===== config.mk =====
export PLATFORM = sky130hd
export DESIGN_NAME = otp_fuse_ctrl
export DESIGN_NICKNAME = d
export VERILOG_FILES = /design/src/rtl/otp_fuse_ctrl.sv
export SDC_FILE = /design/constraint.sdc
export NUM_CORES = 2
export LEC_CHECK = 0
export BUFFER_PORTS_ARGS = -buffer_cell sky130_fd_sc_hd__clkbuf_2
export CAP_MARGIN = 10
export CORE_MARGIN = 10
export CORE_UTILIZATION = 45
export DETAILED_ROUTE_END_ITERATION = 7
export PLACE_DENSITY = 0.63
export REMOVE_ABC_BUFFERS = 1
export SLEW_MARGIN = 5
export SYNTH_ARGS = -nofsm -noshare
export SYNTH_HDL_FRONTEND = slang
export SYNTH_SLANG_ARGS = --single-unit
export TNS_END_PERCENT = 20

===== constraint.sdc =====
create_clock -name clk -period 3.8 [get_ports clk]
set_input_delay 0.95 -clock clk [delete_from_list [all_inputs] [get_ports clk]]
set_output_delay 0.95 -clock clk [all_outputs]
set_load 0.1 [all_outputs]

===== src/rtl/otp_fuse_ctrl.sv =====
module otp_fuse_ctrl #(
  parameter int          NBLK        = 24,
  parameter int          AW          = 13,
  parameter logic [15:0] KEY         = 16'h8810,
  parameter int          DEFECT_BLK  = 5,
  parameter logic [31:0] DEFECT_BITS = 32'h0000_0100
) (
  input  logic          clk,
  input  logic          rst_n,
  input  logic          bus_en,
  input  logic          bus_we,
  input  logic [AW-1:0] bus_addr,
  input  logic [31:0]   bus_wdata,
  output logic [31:0]   bus_rdata
);
  localparam int IW = (NBLK > 1) ? $clog2(NBLK) : 1;
  localparam int XW = AW - 3;

  localparam logic [AW-1:0] A_CTRL = AW'(12'h020);
  localparam logic [AW-1:0] A_ERR  = AW'(12'h024);
  localparam logic [AW-1:0] A_ECLR = AW'(12'h028);
  localparam logic [AW-1:0] A_KEY  = AW'(12'h02C);
  localparam logic [AW-1:0] A_PWR  = AW'(12'h054);

  logic [4:0]             ctrl_q;
  logic [3:0]             err_q;
  logic [15:0]            key_q;
  logic [2:0]             pwr_q;
  logic [NBLK-1:0][31:0]  fuse_q, mirr_q;
  logic [NBLK-1:0]        lock_q;
  logic                   chk_pend_q, chk_dbl_q;
  logic [IW-1:0]          chk_blk_q;
  logic [31:0]            chk_data_q;

  wire [XW-1:0] widx   = bus_addr[AW-2:2];
  wire          in_win = bus_addr[AW-1] && (widx < XW'(NBLK));
  wire [IW-1:0] blk    = widx[IW-1:0];
  wire          wr_acc = bus_en && bus_we;
  wire          rd_acc = bus_en && !bus_we;
  wire          wr_win = wr_acc && in_win;
  wire          rd_win = rd_acc && in_win;

  wire          auth    = (key_q == KEY) && pwr_q[0] && pwr_q[2];
  wire          blk_lk  = lock_q[blk];
  wire          prog    = wr_win && auth && !blk_lk;
  wire [31:0]   bad     = (blk == IW'(DEFECT_BLK)) ? DEFECT_BITS : 32'h0;

  wire [31:0]   rb       = fuse_q[chk_blk_q] | (chk_dbl_q ? mirr_q[chk_blk_q] : 32'h0);
  wire          chk_fail = chk_pend_q && |(chk_data_q & ~rb);

  wire [3:0] err_set = {rd_win && !ctrl_q[0], chk_fail,
                        wr_win && auth && blk_lk, wr_win && !auth};
  wire [3:0] err_clr = (wr_acc && bus_addr == A_ECLR) ? bus_wdata[3:0] : 4'h0;

  always_ff @(posedge clk or negedge rst_n) begin
    if (!rst_n) begin
      ctrl_q     <= '0;
      err_q      <= '0;
      key_q      <= '0;
      pwr_q      <= '0;
      fuse_q     <= '0;
      mirr_q     <= '0;
      lock_q     <= '0;
      chk_pend_q <= 1'b0;
      chk_dbl_q  <= 1'b0;
      chk_blk_q  <= '0;
      chk_data_q <= '0;
    end else begin
      err_q <= (err_q & ~err_clr) | err_set;
      if (wr_acc && bus_addr == A_CTRL) ctrl_q <= bus_wdata[4:0];
      if (wr_acc && bus_addr == A_KEY)  key_q  <= bus_wdata[15:0];
      if (wr_acc && bus_addr == A_PWR)  pwr_q  <= bus_wdata[2:0];
      if (prog) begin
        fuse_q[blk] <= fuse_q[blk] | (bus_wdata & ~bad);
        if (ctrl_q[2]) mirr_q[blk] <= mirr_q[blk] | bus_wdata;
        if (ctrl_q[4]) lock_q[blk] <= 1'b1;
      end
      chk_pend_q <= prog && ctrl_q[1];
      if (prog) begin
        chk_blk_q  <= blk;
        chk_data_q <= bus_wdata;
        chk_dbl_q  <= ctrl_q[2];
      end
    end
  end

  always_ff @(posedge clk or negedge rst_n) begin
    if (!rst_n) bus_rdata <= '0;
    else if (rd_acc) begin
      if (in_win)
        bus_rdata <= ctrl_q[0] ? (fuse_q[blk] | (ctrl_q[2] ? mirr_q[blk] : 32'h0)) : 32'h0;
      else begin
        case (bus_addr)
          A_CTRL:  bus_rdata <= {27'h0, ctrl_q};
          A_ERR:   bus_rdata <= {28'h0, err_q};
          A_KEY:   bus_rdata <= {16'h0, key_q};
          A_PWR:   bus_rdata <= {29'h0, pwr_q};
          default: bus_rdata <= 32'h0;
        endcase
      end
    end
  end

  AST_FUSE_ONLY_SET: assert property (@(posedge clk) disable iff (!rst_n)
    1'b1 |=> ((fuse_q & $past(fuse_q)) == $past(fuse_q)));
  AST_LOCK_ONLY_SET: assert property (@(posedge clk) disable iff (!rst_n)
    1'b1 |=> ((lock_q & $past(lock_q)) == $past(lock_q)));
  AST_UNAUTH_NO_BURN: assert property (@(posedge clk) disable iff (!rst_n)
    (wr_win && !auth) |=> (fuse_q == $past(fuse_q) && mirr_q == $past(mirr_q) && err_q[0]));
  AST_NOPWR_READ_ZERO: assert property (@(posedge clk) disable iff (!rst_n)
    (rd_win && !ctrl_q[0]) |=> (bus_rdata == 32'h0 && err_q[3]));

  for (genvar g = 0; g < NBLK; g++) begin : g_lockchk
    AST_LOCKED_FROZEN: assert property (@(posedge clk) disable iff (!rst_n)
      lock_q[g] |=> (fuse_q[g] == $past(fuse_q[g]) && mirr_q[g] == $past(mirr_q[g])));
  end
endmodule


==> metrics.yaml <==
synth:
  async_flop_share: 1.000
  synth_flop_cell: "dfrtp_1"
  postSynthAreaPerCell_um2: 11.11
  synthCells: 7588
  synth_edf_count: 0
  synth_cell_types: 74
  synth_seq_cells: 1659
  ys_seq_area_frac: 0.4924
  ys_warn_count: 0
  syn-cell-area_um2: 84320
setup_path:
  reg2reg_depth: 11
  cp-start-kind: "flop"
  reg2reg_slack_ns: 0.02
  worstSetupPathType: "flop to flop"
  critPathCaptureType: "flop"
  arrival_ns: 4.51
  reg2reg_from: "chk_blk_q[1]$_DFFE_PN0P_"
  cp_max_fo: 35
  required_ns: 4.53
  rr_endpoint: "err_q[2]$_DFF_PN0_"
timing:
  rsz0062_at_grt: "false"
  skew_ns: 0.04676
  slew_violations: 0
  hold_ws_ns: 0.3877
  hold_viol_final: 0
  post-route-min-period_ns: 3.781
  finalCritPeriodShare: 0.9951
  setup_viol: 0
  max_slew_margin: 0.2091
  worstMarginPinSlew_ns: 1.174
  clock.fmax_mhz: 264.5
clock_tree:
  cts_tree: "built"
  clk_path_buf_depth: 3
  cts_sinks: 1659
  clockRootBuffer: "clkbuf_16"
  cts_made_buffers: 177
  htreeDepth: 4
  clock_latency_ns: 0.86
  clk_pin_slew_ns: 0.06
power_and_ir_drop:
  power_frac_seq: 0.480
  powerDensity_nw_per_um2: 385.4
  p_leak_nw: 41.98
  intPower_mw: 28.02
  ir_worst_vdd_uv: 469.6
  pwr-share-clk: 0.478
  power.switching_mw: 8.827
  comb_power_share: 0.042
  swShare: 0.2396
worst_hold_path:
  holdPathStages: 3
  hold_class: "input port to flop"
  min_from: "bus_wdata[21]"
  min_to: "chk_data_q[21]$_DFFE_PN0P_"
route:
  wl_um: 319100
  detail_route.wl_per_cell_um: 31.33
  vias: 67130
  drt_iter0_markers: 8841
  drc: 0
  first_pass_iters: 8
  viasPerCell: 6.591
  antenna_left: 0
global_route:
  grt_max_degree: 144
  grt.total_usage: 0.3067
  grt_pass1_wl_um: 463100
  grt_pass1_vias: 65940
  antenna_found_initial: 13
  overflow: 0
placed_design:
  placement.cell_area_um2: 89610
  hpwl_um: 194900
  gp_congestion: 0.9134
  port_buffers: 80
run:
  drv_cap: 0
run_status:
  status: "finished clean"
floorplanning:
  die_area_um2: 205100
  die_w_um: 452.9
  core-area_um2: 185800
  die_y_um: 452.9
  initial_utilization: 0.4537
  ios: 81
  num_rows: 158
layout:
  ff_latch_area_um2: 41530
  multiInputGateArea_um2: 39150
  fin_nets: 7602
  fillers: 16070
  layout-drive-gt1-share: 0.2125
  syn2layout_area_growth_pct: 13.39
  stdcell_area_um2: 95610
==> what timing repair did <==
| item | in CTS | in global routing |
|---|---|---|
| endpoints found under the setup margin | 1 | 1 |
| pin swaps | 0 | 0 |
| hold buffers | 1 | 0 |
| setup buffers | 0 | 3 |
| gates resized for setup | 5 | 6 |
| gates cloned | 0 | 2 |
| hold endpoints to repair | 12 | 0 |
==> synthesized netlist by cell type (6+ instances only) <==
master / instances / area share
o41ai_1: 15 / 0.0016
o22ai_1: 22 / 0.0016
dfrtp_1: 1659 / 0.49
nor2_1: 1000 / 0.045
o21ai_1: 75 / 0.0045
o221ai_1: 6 / 0.00062
nand2_1: 820 / 0.037
buf_1: 21 / 0.00093
a221oi_1: 25 / 0.0026
mux2i_1: 74 / 0.0088
a311oi_1: 6 / 0.00062
nor3_1: 112 / 0.0066
inv_1: 9 / 0.00040
or2_2: 7 / 0.00052
a22oi_1: 224 / 0.020
buf_6: 28 / 0.0037
buf_4: 64 / 0.0057
a21oi_1: 948 / 0.056
nand2b_1: 6 / 0.00045
nand3_1: 84 / 0.0050
clkbuf_1: 405 / 0.018
mux2_2: 86 / 0.011
buf_8: 10 / 0.0018
mux4_1: 81 / 0.025
buf_2: 210 / 0.012
clkbuf_8: 12 / 0.0020
and3_1: 25 / 0.0019
o21ai_0: 688 / 0.041
buf_12: 14 / 0.0033
and2_1: 19 / 0.0014
a21o_1: 16 / 0.0014
nand4_2: 8 / 0.0012
nor4_1: 13 / 0.00096
mux4_2: 630 / 0.17
o32ai_1: 7 / 0.00073
a31oi_1: 6 / 0.00045
a211oi_1: 67 / 0.0060
==> kinds of logic (layout without fill, tap and decap cells) <==
logic type,Yosys count,count (layout),synth area share
buffers and inverters,775,887,0.04844
DFF,1659,1659,0.4924
other,0,6,0
AOI/OAI and AO/OA,2157,2157,0.1428
muxes,874,874,0.2147
and+or+nand+nor,2123,2123,0.1017
==> routing by layer <==
| layer | GRT usage | part of all wire | vias to the layer above |
|---|---|---|---|
| met1 | 0.4009 | 0.36 | 33750 |
| met3 | 0.08827 | 0.13 | 1179 |
| met2 | 0.4479 | 0.43 | 4467 |
| li1 | - | - | 27730 |
| met4 | 0.1955 | 0.078 | 10 |
| met5 | 0.0002332 | 0.00016 | - |
==> area by class of cell <==
class | instances | share of cell area
antenna | 6 | 0.0001570
clock buffer | 265 | 0.05377
clock inverter | 61 | 0.007315
inverter | 11 | 0.0004580
multi-input combinational | 5154 | 0.4095
sequential | 1659 | 0.4344
tap | 2480 | 0.03245
timing repair buffer | 550 | 0.06194
==> critical path, cell delays in order, from the launching register on <==
cell and delay [ns]:
dfrtp_4 0.61, buf_12 0.24, buf_16 0.24, buf_16 0.26, mux4_2 0.26, nor3_1 0.05
o41ai_1 0.35, nor2_1 0.16, a311o_1 0.43, nor4b_2 0.41, nand4_1 0.13, o41a_1 0.44
==> stage by stage <==
step	utilization	std cells	total power, mW	setup slack [ns]	TNS (ns)
CTS	0.5139	10180	36.93	0.02929	0
finish	0.5145	10190	36.85	0.01865	0
global route	0.5144	10180	37.84	0.001780	0
floorplan	-	6824	18.38	-11.61	-6753.15
detailed placement	0.4822	9848	19.53	-0.3716	-0.4228
global placement	0.4822	9848	19.52	-0.4181	-0.4830
==> worst max path at each step <==
stage          cells after the start                startpoint                  to  slack, ns
2_1_floorplan                      8  chk_blk_q[1]$_DFFE_PN0P_  err_q[2]$_DFF_PN0_     -11.61
3_3_place_gp                      11  chk_blk_q[0]$_DFFE_PN0P_  err_q[2]$_DFF_PN0_      -0.42
3_5_place_dp                      11  chk_blk_q[0]$_DFFE_PN0P_  err_q[2]$_DFF_PN0_      -0.37
4_1_cts                           10  chk_blk_q[1]$_DFFE_PN0P_  err_q[2]$_DFF_PN0_       0.03
5_1_grt                           11  chk_blk_q[1]$_DFFE_PN0P_  err_q[2]$_DFF_PN0_      0.002
6_report                          11  chk_blk_q[1]$_DFFE_PN0P_  err_q[2]$_DFF_PN0_       0.02
==> placed cells by master, fill, tap and decap left out, types with 81 or more instances in the layout <==
cell       instances
dfrtp_1         1652
nor2_1           996
a21oi_1          947
nand2_1          820
o21ai_0          688
mux4_2           630
buf_4            314
a22oi_1          224
clkbuf_16        180
buf_12           151
nor3_1           111
mux2_2            86
mux4_1            81
==> state kept, by name, summed over array words and instances (netlist names), 3 cells and up <==
signal,count
bus_rdata,32
chk_blk_q,5
chk_data_q,32
ctrl_q,5
err_q,4
fuse_q,768
key_q,16
lock_q,24
mirr_q,768
pwr_q,3
==> power groups by stage <==
stage                     Clock (mW)  Combinational (mW)  Sequential [mW]
after floorplan                    0               0.385             18.0
after global placement             0                1.53             18.0
after detailed placement           0                1.54             18.0
after CTS                       17.7                1.54             17.7
after global routing            18.5                1.64             17.7
final                           17.6                1.55             17.7
Note: power is estimated with default switching activity, not from simulation.
